==> src/rtl/irq_entry_pkg.sv <==
`timescale 1ns/1ps
package irq_entry_pkg;

    localparam int XLEN  = 32;
    localparam int IPL_W = 4;
    localparam int VEC_W = 8;
    localparam int EXC_W = 9;

    // status word field positions
    localparam int ST_IE     = 16;
    localparam int ST_US     = 17;
    localparam int ST_PM     = 20;
    localparam int ST_IPL_LO = 24;

    localparam logic [IPL_W-1:0] IPL_MAX   = '1;
    localparam logic [XLEN-1:0]  FIXED_TBL = 32'hFFFF_FFC0;
    localparam logic [XLEN-1:0]  WORD_STEP = XLEN'(XLEN / 8);

    typedef enum logic [1:0] {
        EV_NONE = 2'd0,
        EV_EXC  = 2'd1,
        EV_FAST = 2'd2,
        EV_NORM = 2'd3
    } ev_kind_e;

    typedef enum logic [2:0] {
        S_IDLE    = 3'd0,
        S_PUSH_ST = 3'd1,
        S_PUSH_PC = 3'd2,
        S_FETCH   = 3'd3,
        S_COMMIT  = 3'd4
    } seq_st_e;

    typedef struct packed {
        ev_kind_e           kind;
        logic [VEC_W-1:0]   vec;
        logic [IPL_W-1:0]   lvl;
        logic [XLEN-1:0]    saved_st;
        logic [XLEN-1:0]    ret_pc;
        logic [XLEN-1:0]    usp_n;
        logic [XLEN-1:0]    sp_base;
        logic [XLEN-1:0]    vaddr;
    } entry_ctx_t;

    function automatic logic [IPL_W-1:0] st_ipl(input logic [XLEN-1:0] st);
        return st[ST_IPL_LO +: IPL_W];
    endfunction

    // status word handed back to the core after entry
    function automatic logic [XLEN-1:0] entry_status(input logic [XLEN-1:0] st,
                                                     input ev_kind_e k,
                                                     input logic [IPL_W-1:0] lvl);
        logic [XLEN-1:0] r;
        r        = st;
        r[ST_IE] = 1'b0;
        r[ST_US] = 1'b0;
        r[ST_PM] = 1'b0;
        if (k == EV_FAST)
            r[ST_IPL_LO +: IPL_W] = IPL_MAX;
        else if (k == EV_NORM)
            r[ST_IPL_LO +: IPL_W] = lvl;
        return r;
    endfunction

endpackage

==> src/rtl/irq_entry_arb.sv <==
`timescale 1ns/1ps
module irq_entry_arb
    import irq_entry_pkg::*;
(
    input  logic             sample,
    input  logic             exc_req,
    input  logic             fst_req,
    input  logic             nrm_req,
    input  logic [IPL_W-1:0] nrm_lvl,
    input  logic             ie,
    input  logic [IPL_W-1:0] ipl,
    output ev_kind_e         kind
);
    logic fst_ok;
    logic nrm_ok;

    assign fst_ok = fst_req && ie && (ipl != IPL_MAX);
    assign nrm_ok = nrm_req && ie && (ipl < nrm_lvl);

    always_comb begin
        kind = EV_NONE;
        if (sample) begin
            if (exc_req)
                kind = EV_EXC;
            else if (fst_ok)
                kind = EV_FAST;
            else if (nrm_ok)
                kind = EV_NORM;
        end
    end
endmodule

==> src/rtl/irq_entry_vec.sv <==
`timescale 1ns/1ps
module irq_entry_vec
    import irq_entry_pkg::*;
(
    input  ev_kind_e          kind,
    input  logic [EXC_W-1:0]  code,
    input  logic [VEC_W-1:0]  vec,
    input  logic [XLEN-1:0]   tbl_base,
    output logic [XLEN-1:0]   vaddr
);
    localparam int PAD_W = XLEN - VEC_W - 2;

    logic              trap;
    logic [XLEN-1:0]   code_off;
    logic [XLEN-1:0]   vec_off;

    generate
        if (EXC_W > VEC_W) begin : g_trap_range
            assign trap = |code[EXC_W-1:VEC_W];
        end else begin : g_no_trap_range
            assign trap = 1'b0;
        end
    endgenerate

    assign code_off = {{PAD_W{1'b0}}, code[VEC_W-1:0], 2'b00};
    assign vec_off  = {{PAD_W{1'b0}}, vec, 2'b00};

    always_comb begin
        if (kind == EV_NORM)
            vaddr = tbl_base + vec_off;
        else if (trap)
            vaddr = tbl_base + code_off;
        else
            vaddr = FIXED_TBL + code_off;
    end
endmodule

==> src/rtl/irq_entry_stk.sv <==
`timescale 1ns/1ps
module irq_entry_stk
    import irq_entry_pkg::*;
(
    input  logic             us,
    input  logic [XLEN-1:0]  r0,
    input  logic [XLEN-1:0]  usr_sp,
    input  logic [XLEN-1:0]  irq_sp,
    output logic [XLEN-1:0]  usp_n,
    output logic [XLEN-1:0]  sp_base
);
    // R0 holds the live pointer of whichever stack is active
    always_comb begin
        if (us) begin
            usp_n   = r0;
            sp_base = irq_sp;
        end else begin
            usp_n   = usr_sp;
            sp_base = r0;
        end
    end
endmodule

==> src/rtl/irq_entry_seq.sv <==
`timescale 1ns/1ps
module irq_entry_seq
    import irq_entry_pkg::*;
(
    input  logic              clk,
    input  logic              rst,
    input  logic              insn_boundary,
    input  logic              exc_req,
    input  logic [8:0]        exc_code,
    input  logic              fst_req,
    input  logic              nrm_req,
    input  logic [7:0]        nrm_vec,
    input  logic [3:0]        nrm_lvl,
    input  logic [31:0]       cur_stat,
    input  logic [31:0]       cur_pc,
    input  logic [31:0]       cur_r0,
    input  logic [31:0]       cur_usr_sp,
    input  logic [31:0]       cur_irq_sp,
    input  logic [31:0]       tbl_base,
    input  logic [31:0]       fast_vec,
    output logic              mem_valid,
    output logic              mem_write,
    output logic [31:0]       mem_addr,
    output logic [31:0]       mem_wdata,
    input  logic              mem_ready,
    input  logic [31:0]       mem_rdata,
    output logic              busy,
    output logic              done,
    output logic [31:0]       new_pc,
    output logic [31:0]       new_stat,
    output logic [31:0]       new_r0,
    output logic [31:0]       new_usr_sp,
    output logic [31:0]       new_irq_sp,
    output logic              save_we,
    output logic [31:0]       save_pc,
    output logic [31:0]       save_stat,
    output logic              sleep_clr,
    output logic              ack_valid,
    output logic              ack_fast,
    output logic [7:0]        ack_num
);
    seq_st_e     st_q, st_n;
    entry_ctx_t  ctx_q, ctx_d;
    ev_kind_e    kind;
    logic [XLEN-1:0] pc_q;
    logic [XLEN-1:0] vaddr_d;
    logic [XLEN-1:0] usp_d;
    logic [XLEN-1:0] base_d;
    logic            idle;
    logic            take;

    assign idle = (st_q == S_IDLE);

    irq_entry_arb u_arb (
        .sample  (insn_boundary && idle),
        .exc_req (exc_req),
        .fst_req (fst_req),
        .nrm_req (nrm_req),
        .nrm_lvl (nrm_lvl),
        .ie      (cur_stat[ST_IE]),
        .ipl     (st_ipl(cur_stat)),
        .kind    (kind)
    );

    irq_entry_vec u_vec (
        .kind     (kind),
        .code     (exc_code),
        .vec      (nrm_vec),
        .tbl_base (tbl_base),
        .vaddr    (vaddr_d)
    );

    irq_entry_stk u_stk (
        .us      (cur_stat[ST_US]),
        .r0      (cur_r0),
        .usr_sp  (cur_usr_sp),
        .irq_sp  (cur_irq_sp),
        .usp_n   (usp_d),
        .sp_base (base_d)
    );

    assign take = (kind != EV_NONE);

    always_comb begin
        ctx_d.kind     = kind;
        ctx_d.vec      = nrm_vec;
        ctx_d.lvl      = nrm_lvl;
        ctx_d.saved_st = cur_stat;
        ctx_d.ret_pc   = cur_pc;
        ctx_d.usp_n    = usp_d;
        ctx_d.sp_base  = base_d;
        ctx_d.vaddr    = vaddr_d;
    end

    // sequencing and memory port
    always_comb begin
        st_n      = st_q;
        mem_valid = 1'b0;
        mem_write = 1'b0;
        mem_addr  = '0;
        mem_wdata = '0;
        unique case (st_q)
            S_IDLE: begin
                if (take)
                    st_n = (kind == EV_FAST) ? S_COMMIT : S_PUSH_ST;
            end
            S_PUSH_ST: begin
                mem_valid = 1'b1;
                mem_write = 1'b1;
                mem_addr  = ctx_q.sp_base - WORD_STEP;
                mem_wdata = ctx_q.saved_st;
                if (mem_ready)
                    st_n = S_PUSH_PC;
            end
            S_PUSH_PC: begin
                mem_valid = 1'b1;
                mem_write = 1'b1;
                mem_addr  = ctx_q.sp_base - (WORD_STEP << 1);
                mem_wdata = ctx_q.ret_pc;
                if (mem_ready)
                    st_n = S_FETCH;
            end
            S_FETCH: begin
                mem_valid = 1'b1;
                mem_addr  = ctx_q.vaddr;
                if (mem_ready)
                    st_n = S_COMMIT;
            end
            S_COMMIT: st_n = S_IDLE;
            default:  st_n = S_IDLE;
        endcase
    end

    always_ff @(posedge clk) begin
        if (rst) begin
            st_q  <= S_IDLE;
            ctx_q <= '0;
            pc_q  <= '0;
        end else begin
            st_q <= st_n;
            if (idle && take) begin
                ctx_q <= ctx_d;
                if (kind == EV_FAST)
                    pc_q <= fast_vec;
            end
            if (st_q == S_FETCH && mem_ready)
                pc_q <= mem_rdata;
        end
    end

    // commit outputs
    logic is_fast_q;
    assign is_fast_q  = (ctx_q.kind == EV_FAST);

    assign busy       = !idle;
    assign done       = (st_q == S_COMMIT);
    assign new_pc     = pc_q;
    assign new_stat   = entry_status(ctx_q.saved_st, ctx_q.kind, ctx_q.lvl);
    assign new_irq_sp = is_fast_q ? ctx_q.sp_base : ctx_q.sp_base - (WORD_STEP << 1);
    assign new_r0     = new_irq_sp;
    assign new_usr_sp = ctx_q.usp_n;
    assign save_we    = done && is_fast_q;
    assign save_pc    = ctx_q.ret_pc;
    assign save_stat  = ctx_q.saved_st;
    assign sleep_clr  = done;
    assign ack_valid  = done && (ctx_q.kind == EV_FAST || ctx_q.kind == EV_NORM);
    assign ack_fast   = done && is_fast_q;
    assign ack_num    = (ctx_q.kind == EV_NORM) ? ctx_q.vec : '0;

    // checks on the sequence
    assert_busy_after_boundary_R4: assert property (@(posedge clk) disable iff (rst)
        $rose(busy) |-> $past(insn_boundary));

    assert_fast_no_mem_R5: assert property (@(posedge clk) disable iff (rst)
        (busy && is_fast_q) |-> !mem_valid);

    assert_read_after_pushes_R6: assert property (@(posedge clk) disable iff (rst)
        (mem_valid && !mem_write && !$past(mem_valid && !mem_write)) |->
            $past(mem_valid && mem_write));

    assert_flags_cleared_R10: assert property (@(posedge clk) disable iff (rst)
        done |-> (!new_stat[ST_IE] && !new_stat[ST_US] && !new_stat[ST_PM]));

    assert_ack_only_commit_R11: assert property (@(posedge clk) disable iff (rst)
        ack_valid |-> done);

    assert_mem_in_busy_R12: assert property (@(posedge clk) disable iff (rst)
        mem_valid |-> busy);

    assert_req_held_R12: assert property (@(posedge clk) disable iff (rst)
        (mem_valid && !mem_ready) |=> (mem_valid && $stable(mem_addr) && $stable(mem_write)));

endmodule

==> config.mk <==
export PLATFORM = sky130hd
export DESIGN_NAME = irq_entry_seq
export DESIGN_NICKNAME = d
export VERILOG_FILES = /design/src/rtl/irq_entry_pkg.sv /design/src/rtl/irq_entry_arb.sv /design/src/rtl/irq_entry_vec.sv /design/src/rtl/irq_entry_stk.sv /design/src/rtl/irq_entry_seq.sv
export SDC_FILE = /design/constraint.sdc
export NUM_CORES = 1
export LEC_CHECK = 0
export CAP_MARGIN = 20
export CORE_AREA = 8 8 219 221
export CTS_CLUSTER_DIAMETER = 80
export CTS_CLUSTER_SIZE = 16
export DETAILED_ROUTE_END_ITERATION = 12
export DIE_AREA = 0 0 227 229
export GPL_TIMING_DRIVEN = 0
export PLACE_DENSITY_LB_ADDON = 0.12
export SLEW_MARGIN = 20
export SYNTH_ARGS = -nofsm -noshare
export SYNTH_HDL_FRONTEND = slang
export SYNTH_SLANG_ARGS = --single-unit
==> constraint.sdc <==
create_clock -name clk -period 3.4 [get_ports clk]
set_input_delay 0.34 -clock clk [delete_from_list [all_inputs] [get_ports clk]]
set_output_delay 0.34 -clock clk [all_outputs]
set_load 0.02 [all_outputs]
# Word-level counts from Yosys, hierarchy flattened
# Cells that the tools add are included.
# W data, S select, Z words.
# totals
input_bits	284
ff_bits	209
output_inout_bits	304
word_cells	73
# classes
mux	25
n_addsub	5
order_cmp	1
n_reduce_logical	19
n_eq_ne	13
# ops
cell	count
$mux W32	8
$pmux W32 S3	1
$add A32 B10 Y32	2
$pmux W32 S2	1
$sub A32 B3 Y32 const B	1
$sub A32 B4 Y32 const B	1
$mux W3	5
$add A7 B11 Y12 const A	1
$pmux W3 S4	1
$logic_and A1 B1 Y1	9
$eq A2 B2 Y1 const B	4
$mux W2	4
$mux W4	2
$mux W8	1
$eq A3 B2 Y1 const B	2
$ne A2 B2 Y1 const B	3
$reduce_bool A2 Y1	3
$lt A4 B4 Y1	1
$ne A4 B4 Y1 const B	1
$reduce_and A4 Y1	1
$eq A3 B1 Y1 const B	1
$eq A3 B3 Y1 const B	1
$logic_not A3 Y1	1
$reduce_or A3 Y1	1
6 further kinds	7

# Longest topological paths before layout
# Gate-level depths: netlist of the first run.
# depth
word_depth	10
mapped_depth	11
ltp_nobuf	9

# Hierarchy
# A second synthesis of the first run with hierarchy kept.
# unflattened
hier_cells	1881
area_unflattened_um2	14381.3
# modules_own_cells
mod	area_each_um2	seq_area_each_um2	cells_each	instances
irq_entry_seq	10976.8	4184.0	1460	1
irq_entry_vec	2207.1	0.0	331	1
irq_entry_stk	1077.3	0.0	71	1
irq_entry_arb	120.1	0.0	19	1

# Worst setup path after synthesis of the first run
# Ideal clock, no wire load.
# synth_timing
kind	flip-flop to output port
from	register ctx_q[35] in the netlist's numbering
to	output port new_r0[31]
arrival_time_ps	2397
setup_slack_ps	663
n_path_buf	3
required_time_ps	3060
path_stages_with_launch	12
cell_sequence	dfxtp_1 clkbuf_1 inv_1 ha_1 nand2b_1 nand4bb_4 nand4bb_4 buf_6 nor4_4 nand2_1 xnor2_1 buf_4
# synth_via
elab_chain_len	2
# synth_rtl
item	line_no	text
from (decl)	irq_entry_seq.sv:43	entry_ctx_t ctx_q, ctx_d;
from (signal assigned)	irq_entry_seq.sv:142	ctx_q <= ctx_d;
$sub A32 B4 Y32	irq_entry_seq.sv:159	assign new_irq_sp = is_fast_q ? ctx_q.sp_base : ctx_q.sp_base - (WORD_STEP << 1);
$mux W32	irq_entry_seq.sv:159	
to (decl)	irq_entry_seq.sv:31	output logic [31:0] new_r0,
# No other way between the ends.

# Worst setup path after layout of the first run
# layout_timing
from	register st_q[2]
to	output port mem_addr[11]
# layout_via
elab_chain_len	2
word_cells_on_any_way	4
classes_between	3 x eq/ne; 1 x mux
# layout_rtl
item	line_no	text
from (decl)	irq_entry_seq.sv:42	seq_st_e st_q, st_n;
from (signal assigned)	irq_entry_seq.sv:140	st_q <= st_n;
$eq A3 B2 Y1 or $eq A3 B1 Y1 (tied branches)	irq_entry_seq.sv:102	unique case (st_q)
$pmux W32 S3 (*)	irq_entry_seq.sv:102	
to (decl)	irq_entry_seq.sv:23	output logic [31:0] mem_addr,
# Mark *: on every way between the ends. The rest lies on a longest branch, timed or not.

==> flow_metrics.tcl, run 1 <==
set metrics [dict create \
    place_ws_ns -0.630 \
    drtAntennaViolNets 0 \
    cp-end-kind "primary output" \
    setup_violations 0 \
    syn_inst 1756 \
    initial_utilization_pct 30.6 \
    overflow 0 \
    crit_fanout 8 \
    synthesis.area_um2 13700 \
    num_rows 78 \
    rsz0062_at_grt "true" \
    wl_met2_um 34500 \
    final_cell_mix "clkdlybuf4s50_1, nand2_1, dfxtp_1, buf_4, nor2_1" \
    drive_above_1_share_pct 16.0 \
    ys_seq_elements 209 \
    grt_max_degree 17 \
    dpl.cell_count 2938 \
    route.met3.wl_um 6570 \
    portBuffers 579 \
    ys.warnings.count 0 \
    cts_tree "done" \
    track_usage_pct 25.5 \
    yosysSeqAreaShare_pct 30.5 \
    maxSlewHeadroom_pct 29.1 \
    finClkSkew_ns 0.0115 \
    hold_viol_final 0 \
    ir_worst_vdd_mv 0.453 \
    dp_hpwl_um 57900 \
    fp.dieW_um 227 \
    top_layer "met5" \
    core_um2 44700 \
    fin_crit_ns 3.34 \
    reg2reg_slack_ns 0.47 \
    cp.required_ns 3.06 \
    via_per_inst 5.03 \
    cts_num_sinks 209 \
    cts_max_level 1 \
    die-area_um2 52000 \
    postCtsHoldBufs 0 \
    arrival_ns 3.00 \
    dr.pass1.iters 5 \
    powerDensity_nw_per_um2 657 \
    syn_to_final_growth_pct 57.2 \
    io_pins 588 \
    setup_slack_ns 0.0577 \
    drv_cap 0 \
    wl_met1_um 27200 \
    synthArstFlopShare_pct 0 \
    final_cells 2988 \
    clk_pin_slew_worst_paths_ns 0.07 \
    drcViolationCount 0 \
    power_leakage_nw 8.63 \
    drt_iter0_drc 846 \
    synth_ff_type "dfxtp_1" \
    gp_congestion 0.907 \
    crit_type "flop to primary output" \
    final_common_cell "clkdlybuf4s50_1" \
    grt_pass1_wl_um 101000 \
    cts_buffers 21 \
    power_w 0.0141 \
    dieHeight_um 229 \
    r2r_start "st_q[0]" \
    detail_route.wirelength_um 70200 \
    vias 15000 \
    clock_path_buffers 3 \
    root_buffer "clkbuf_16" \
    hold_class "primary input to flop" \
    final_nets 2684 \
    first_global_vias 15300 \
    post_drt_wl_per_cell_um 23.5 \
    syn_avg_cell_area_um2 7.80 \
    slew_viol_final 0 \
    worstHoldStart "tbl_base[10]" \
    worst_pin_slew_ns 1.05 \
    worstSetupStartpoint "st_q[2]" \
    synth_edf_count 0 \
    status "complete, no violations" \
    post-route-period-util_pct 98.3 \
    start_kind "flop" \
    ys_types 68 \
    max_freq_mhz 299 \
    clk_latency_ns 0.51 \
    nFillCells 4521 \
    grt_antenna_before_repair 5 \
]
-- metal layers --
metal  up-vias  GRT usage (%)
li1       7237              -
met1      7135           28.8
met5         -              0
met4         2           7.46
met3        83           7.95
met2       570           45.3
-- state kept, by name, summed over array words and instances (netlist names) --
register and flops:
ctx_q 78, save_pc 32, save_stat 32, st_q 3
new_usr_sp 32, new_pc 32
-- worst paths after layout --
check | end | depth (start not counted)
worst max register to register | ctx_q[169] | 8
worst min register to register | ctx_q[171] | 2
worst min-delay path | ctx_q[10] | 3
worst max-delay path | mem_addr[11] | 7
-- cell usage after synthesis (9+ instances only) --
library cell | number | area [um^2]
a211oi_1 | 108 | 811
a21o_1 | 11 | 82.6
a21oi_1 | 135 | 676
a22o_1 | 41 | 359
and2_1 | 9 | 56.3
and3_1 | 12 | 75.1
buf_2 | 32 | 160
buf_4 | 164 | 1230
clkbuf_1 | 93 | 349
dfxtp_1 | 209 | 4180
ha_1 | 22 | 275
inv_1 | 24 | 90.1
mux2i_1 | 101 | 1010
nand2_1 | 236 | 886
nand2b_1 | 9 | 56.3
nand3_1 | 18 | 90.1
nand4_1 | 18 | 113
nor2_1 | 189 | 709
nor3_1 | 31 | 155
nor4_1 | 18 | 113
o211ai_1 | 15 | 113
o21ai_0 | 47 | 235
o22ai_1 | 10 | 62.6
o31ai_1 | 10 | 75.1
xnor2_1 | 55 | 482
xor2_1 | 38 | 333
-- kinds of logic after synthesis --
group	Yosys count	share of synthesized area, %
simple gates	571	18.8
flops	209	30.5
buf+inv	323	13.8
compound gates	434	21.1
mux	101	7.38
other cells	1	0.0274
xor+xnor	93	5.95
fa+ha+maj	24	2.30
-- through the flow --
stage,setup TNS (ns),instance area [um^2],utilization [%],hold WS [ns]
final,0,21500,48.2,0.294
after global routing,-0.179,21500,48.2,0.325
after CTS,-3.85,21200,47.4,0.288
after detailed placement,-48.09,20300,45.3,0.443
after global placement,-45.28,20300,45.3,0.440
after floorplan,0,13700,-,0.432
-- worst max-delay path: stages (launching register included) --
cell	delay, ns
dfxtp_1	0.39
nand2b_2	0.29
nand2b_1	0.25
nor2_2	0.36
o21ai_0	0.17
o31ai_2	0.12
a22o_1	0.27
clkdlybuf4s50_1	0.63
-- where the power goes --
part | internal, W | switching, W | total, W
clock | 0.00117 | 0.00112 | 0.00229
sequential | 0.00289 | 0.000447 | 0.00334
combinational | 0.00367 | 0.00485 | 0.00852
total | 0.00773 | 0.00642 | 0.0141
-- layout make-up --
class | count | area, um^2 | area share (%)
clock buffers | 23 | 533 | 2.48
repair buffers | 607 | 6000 | 27.8
flip-flops and latches | 209 | 4210 | 19.6
clock inverters | 9 | 103 | 0.477
plain buffers | 287 | 1790 | 8.30
diodes | 3 | 7.51 | 0.0349
inverters | 24 | 90.1 | 0.418
multi-input cells | 1226 | 8050 | 37.4
well taps | 600 | 751 | 3.49
-- repair_timing --
item                       CTS  global route
pin swaps                   11            18
setup buffers                7            19
gates resized for setup    144           100
setup endpoints to repair  115            86
gates cloned                 0             1
Note: power is estimated with default switching activity, not from simulation.
==> run 2: changes to the inputs <==
--- a/config.mk
+++ b/config.mk
@@ -12,7 +12,7 @@
 export DETAILED_ROUTE_END_ITERATION = 12
 export DIE_AREA = 0 0 227 229
 export GPL_TIMING_DRIVEN = 0
-export PLACE_DENSITY_LB_ADDON = 0.12
+export PLACE_DENSITY = 0.68
 export SLEW_MARGIN = 20
 export SYNTH_ARGS = -nofsm -noshare
 export SYNTH_HDL_FRONTEND = slang
==> run 2 against run 1 <==
  * Non-clock buffer count rose by 4
  * Critical path depth is the same
  * Clock power shrank 2%
  * Global-route usage is 0.60 points higher
  * Cell count unchanged
  * Sequential share of layout area hardly changed
  * Hold slack gained 0.031 ns
  * Register-to-register slack gained 0.13 ns
  * Critical path type unchanged
  * Critical endpoint unchanged
  * Highest routed layer unchanged
==> flow_metrics.tcl, run 2 (synthesis gave the netlist of run 1 again) <==
set metrics [dict create \
    slew_viol_final 0 \
    wl_met2_um 36600 \
    comb_power_share_pct 60.8 \
    portBuffers 579 \
    fp.dieW_um 227 \
    start_kind "flop" \
    largest_reg_flops 78 \
    grt_antenna_before_repair 1 \
    via_per_inst 5.17 \
    io_pins 588 \
    cp.required_ns 3.06 \
    final_cell_mix "clkdlybuf4s50_1, nand2_1, buf_4, dfxtp_1, nor2_1" \
    route.met3.wl_um 5790 \
    rsz0062_at_grt "true" \
    ir_worst_vdd_mv 0.405 \
    hold_viol_final 0 \
    crit_type "flop to primary output" \
    final_nets 2687 \
    status "complete, no violations" \
    p_clk_share_pct 15.8 \
    worst_pin_slew_ns 1.03 \
    track_usage_pct 26.1 \
    max_freq_mhz 296 \
    vias 15500 \
    arrival_ns 3.04 \
    regMostFlops "ctx_q" \
    clk_latency_ns 0.53 \
    cts_num_sinks 209 \
    cp-end-kind "primary output" \
    dr.pass1.iters 5 \
    antenna_cells 0 \
    p_seq_share_pct 23.4 \
    clk_pin_slew_worst_paths_ns 0.08 \
    powerDensity_nw_per_um2 663 \
    drcViolationCount 0 \
    p_switching_w 0.00652 \
    post_drt_wl_per_cell_um 24.3 \
    netSwitchingFraction_pct 45.7 \
    crit_fanout 10 \
    syn_to_final_growth_pct 57.1 \
    finClkSkew_ns 0.0167 \
    detail_route.wirelength_um 72500 \
    dieHeight_um 229 \
    top_layer "met5" \
    first_global_vias 15700 \
    power_leakage_nw 8.56 \
    core_um2 44700 \
    grt_pass1_wl_um 102000 \
    drtAntennaViolNets 0 \
    drive_above_1_share_pct 16.2 \
    final_common_cell "clkdlybuf4s50_1" \
    timing.setup.tns_ns 0 \
    setup_violations 0 \
    setup_slack_ns 0.0246 \
    gp_congestion 0.925 \
    place_ws_ns -0.596 \
    cts_buffers 20 \
    wl_met1_um 27500 \
    initial_utilization_pct 30.6 \
    num_rows 78 \
    grt_max_degree 17 \
    die-area_um2 52000 \
    drt_iter0_drc 999 \
    cts_max_level 1 \
    p_int_w 0.00774 \
    overflow 0 \
    clock_path_buffers 3 \
    root_buffer "clkbuf_16" \
    maxSlewHeadroom_pct 31.5 \
    postCtsHoldBufs 0 \
    post-route-period-util_pct 99.3 \
    fin_crit_ns 3.38 \
    drv_cap 0 \
    cts_tree "done" \
    hold_class "primary input to flop" \
    dp_hpwl_um 59700 \
]
[run 2: cell types whose count changed in the layout (fill, tap and decap cells not counted), sizes merged]
cell | previous run | this run
diode | 3 | 0
buf | 233 | 239
dlygate4sd2 | 24 | 29
dlymetal6s2s | 15 | 8
clkinvlp | 0 | 1
clkdlybuf4s50 | 517 | 520
clkinv | 5 | 2
clkbuf | 117 | 115
[run 2: worst max-delay path: stages (launching register included)]
cell and delay, ns:
dfxtp_2 0.42, inv_1 0.07, clkbuf_2 0.26, nor3_4 0.31
nor2_2 0.21, o31ai_2 0.35, a22o_1 0.25, clkdlybuf4s50_1 0.62
[run 2: power groups by stage]
stage	Clock (W)	Sequential [W]	Combinational, W
global route	0.00240	0.00338	0.00919
finish	0.00225	0.00334	0.00867
CTS	0.00231	0.00331	0.00862
global placement	0	0.00328	0.00832
detailed placement	0	0.00329	0.00837
floorplan	0	0.00319	0.00455
[run 2: area by class of cell]
cell class,instances,area (um^2)
clock inverter,7,75.1
timing repair buffer,611,6000
multi-input combinational,1226,8050
fill,4475,23200
clock buffer,24,547
sequential,209,4220
tap,600,751
buffer,287,1780
inverter,24,90.1
[run 2: worst paths after layout]
path / start / endpoint / slack [ns] / cells past startpoint
max reg2reg: st_q[0] / new_usr_sp[30] / 0.60 / 7
min reg2reg: ctx_q[171] / ctx_q[171] / 0.45 / 2
max: st_q[1] / mem_addr[11] / 0.02 / 7
min: tbl_base[10] / ctx_q[10] / 0.32 / 3
[run 2: what timing repair did]
item | CTS | global route
gates cloned | 1 | 0
setup endpoints to repair | 134 | 56
pin swaps | 15 | 13
resized for setup | 187 | 57
buffers inserted | 19 | 12
[run 2: metrics by stage]
stage	total power (W)	utilization [%]	hold slack, ns	std cells	instance area, um^2
finish	0.0143	48.1	0.325	2988	21500
global route	0.0150	48.1	0.338	2988	21500
CTS	0.0142	47.7	0.314	2980	21300
detailed placement	0.0117	45.3	0.444	2937	20300
global placement	0.0116	45.3	0.441	2937	20300
floorplan	0.00774	-	0.432	1758	13700
[run 2: layer usage]
metal / up-vias / track usage [%]
li1: 7253 / -
met1: 7486 / 28.7
met2: 630 / 48.4
met3: 85 / 6.36
met4: 2 / 8.18
met5: - / 0
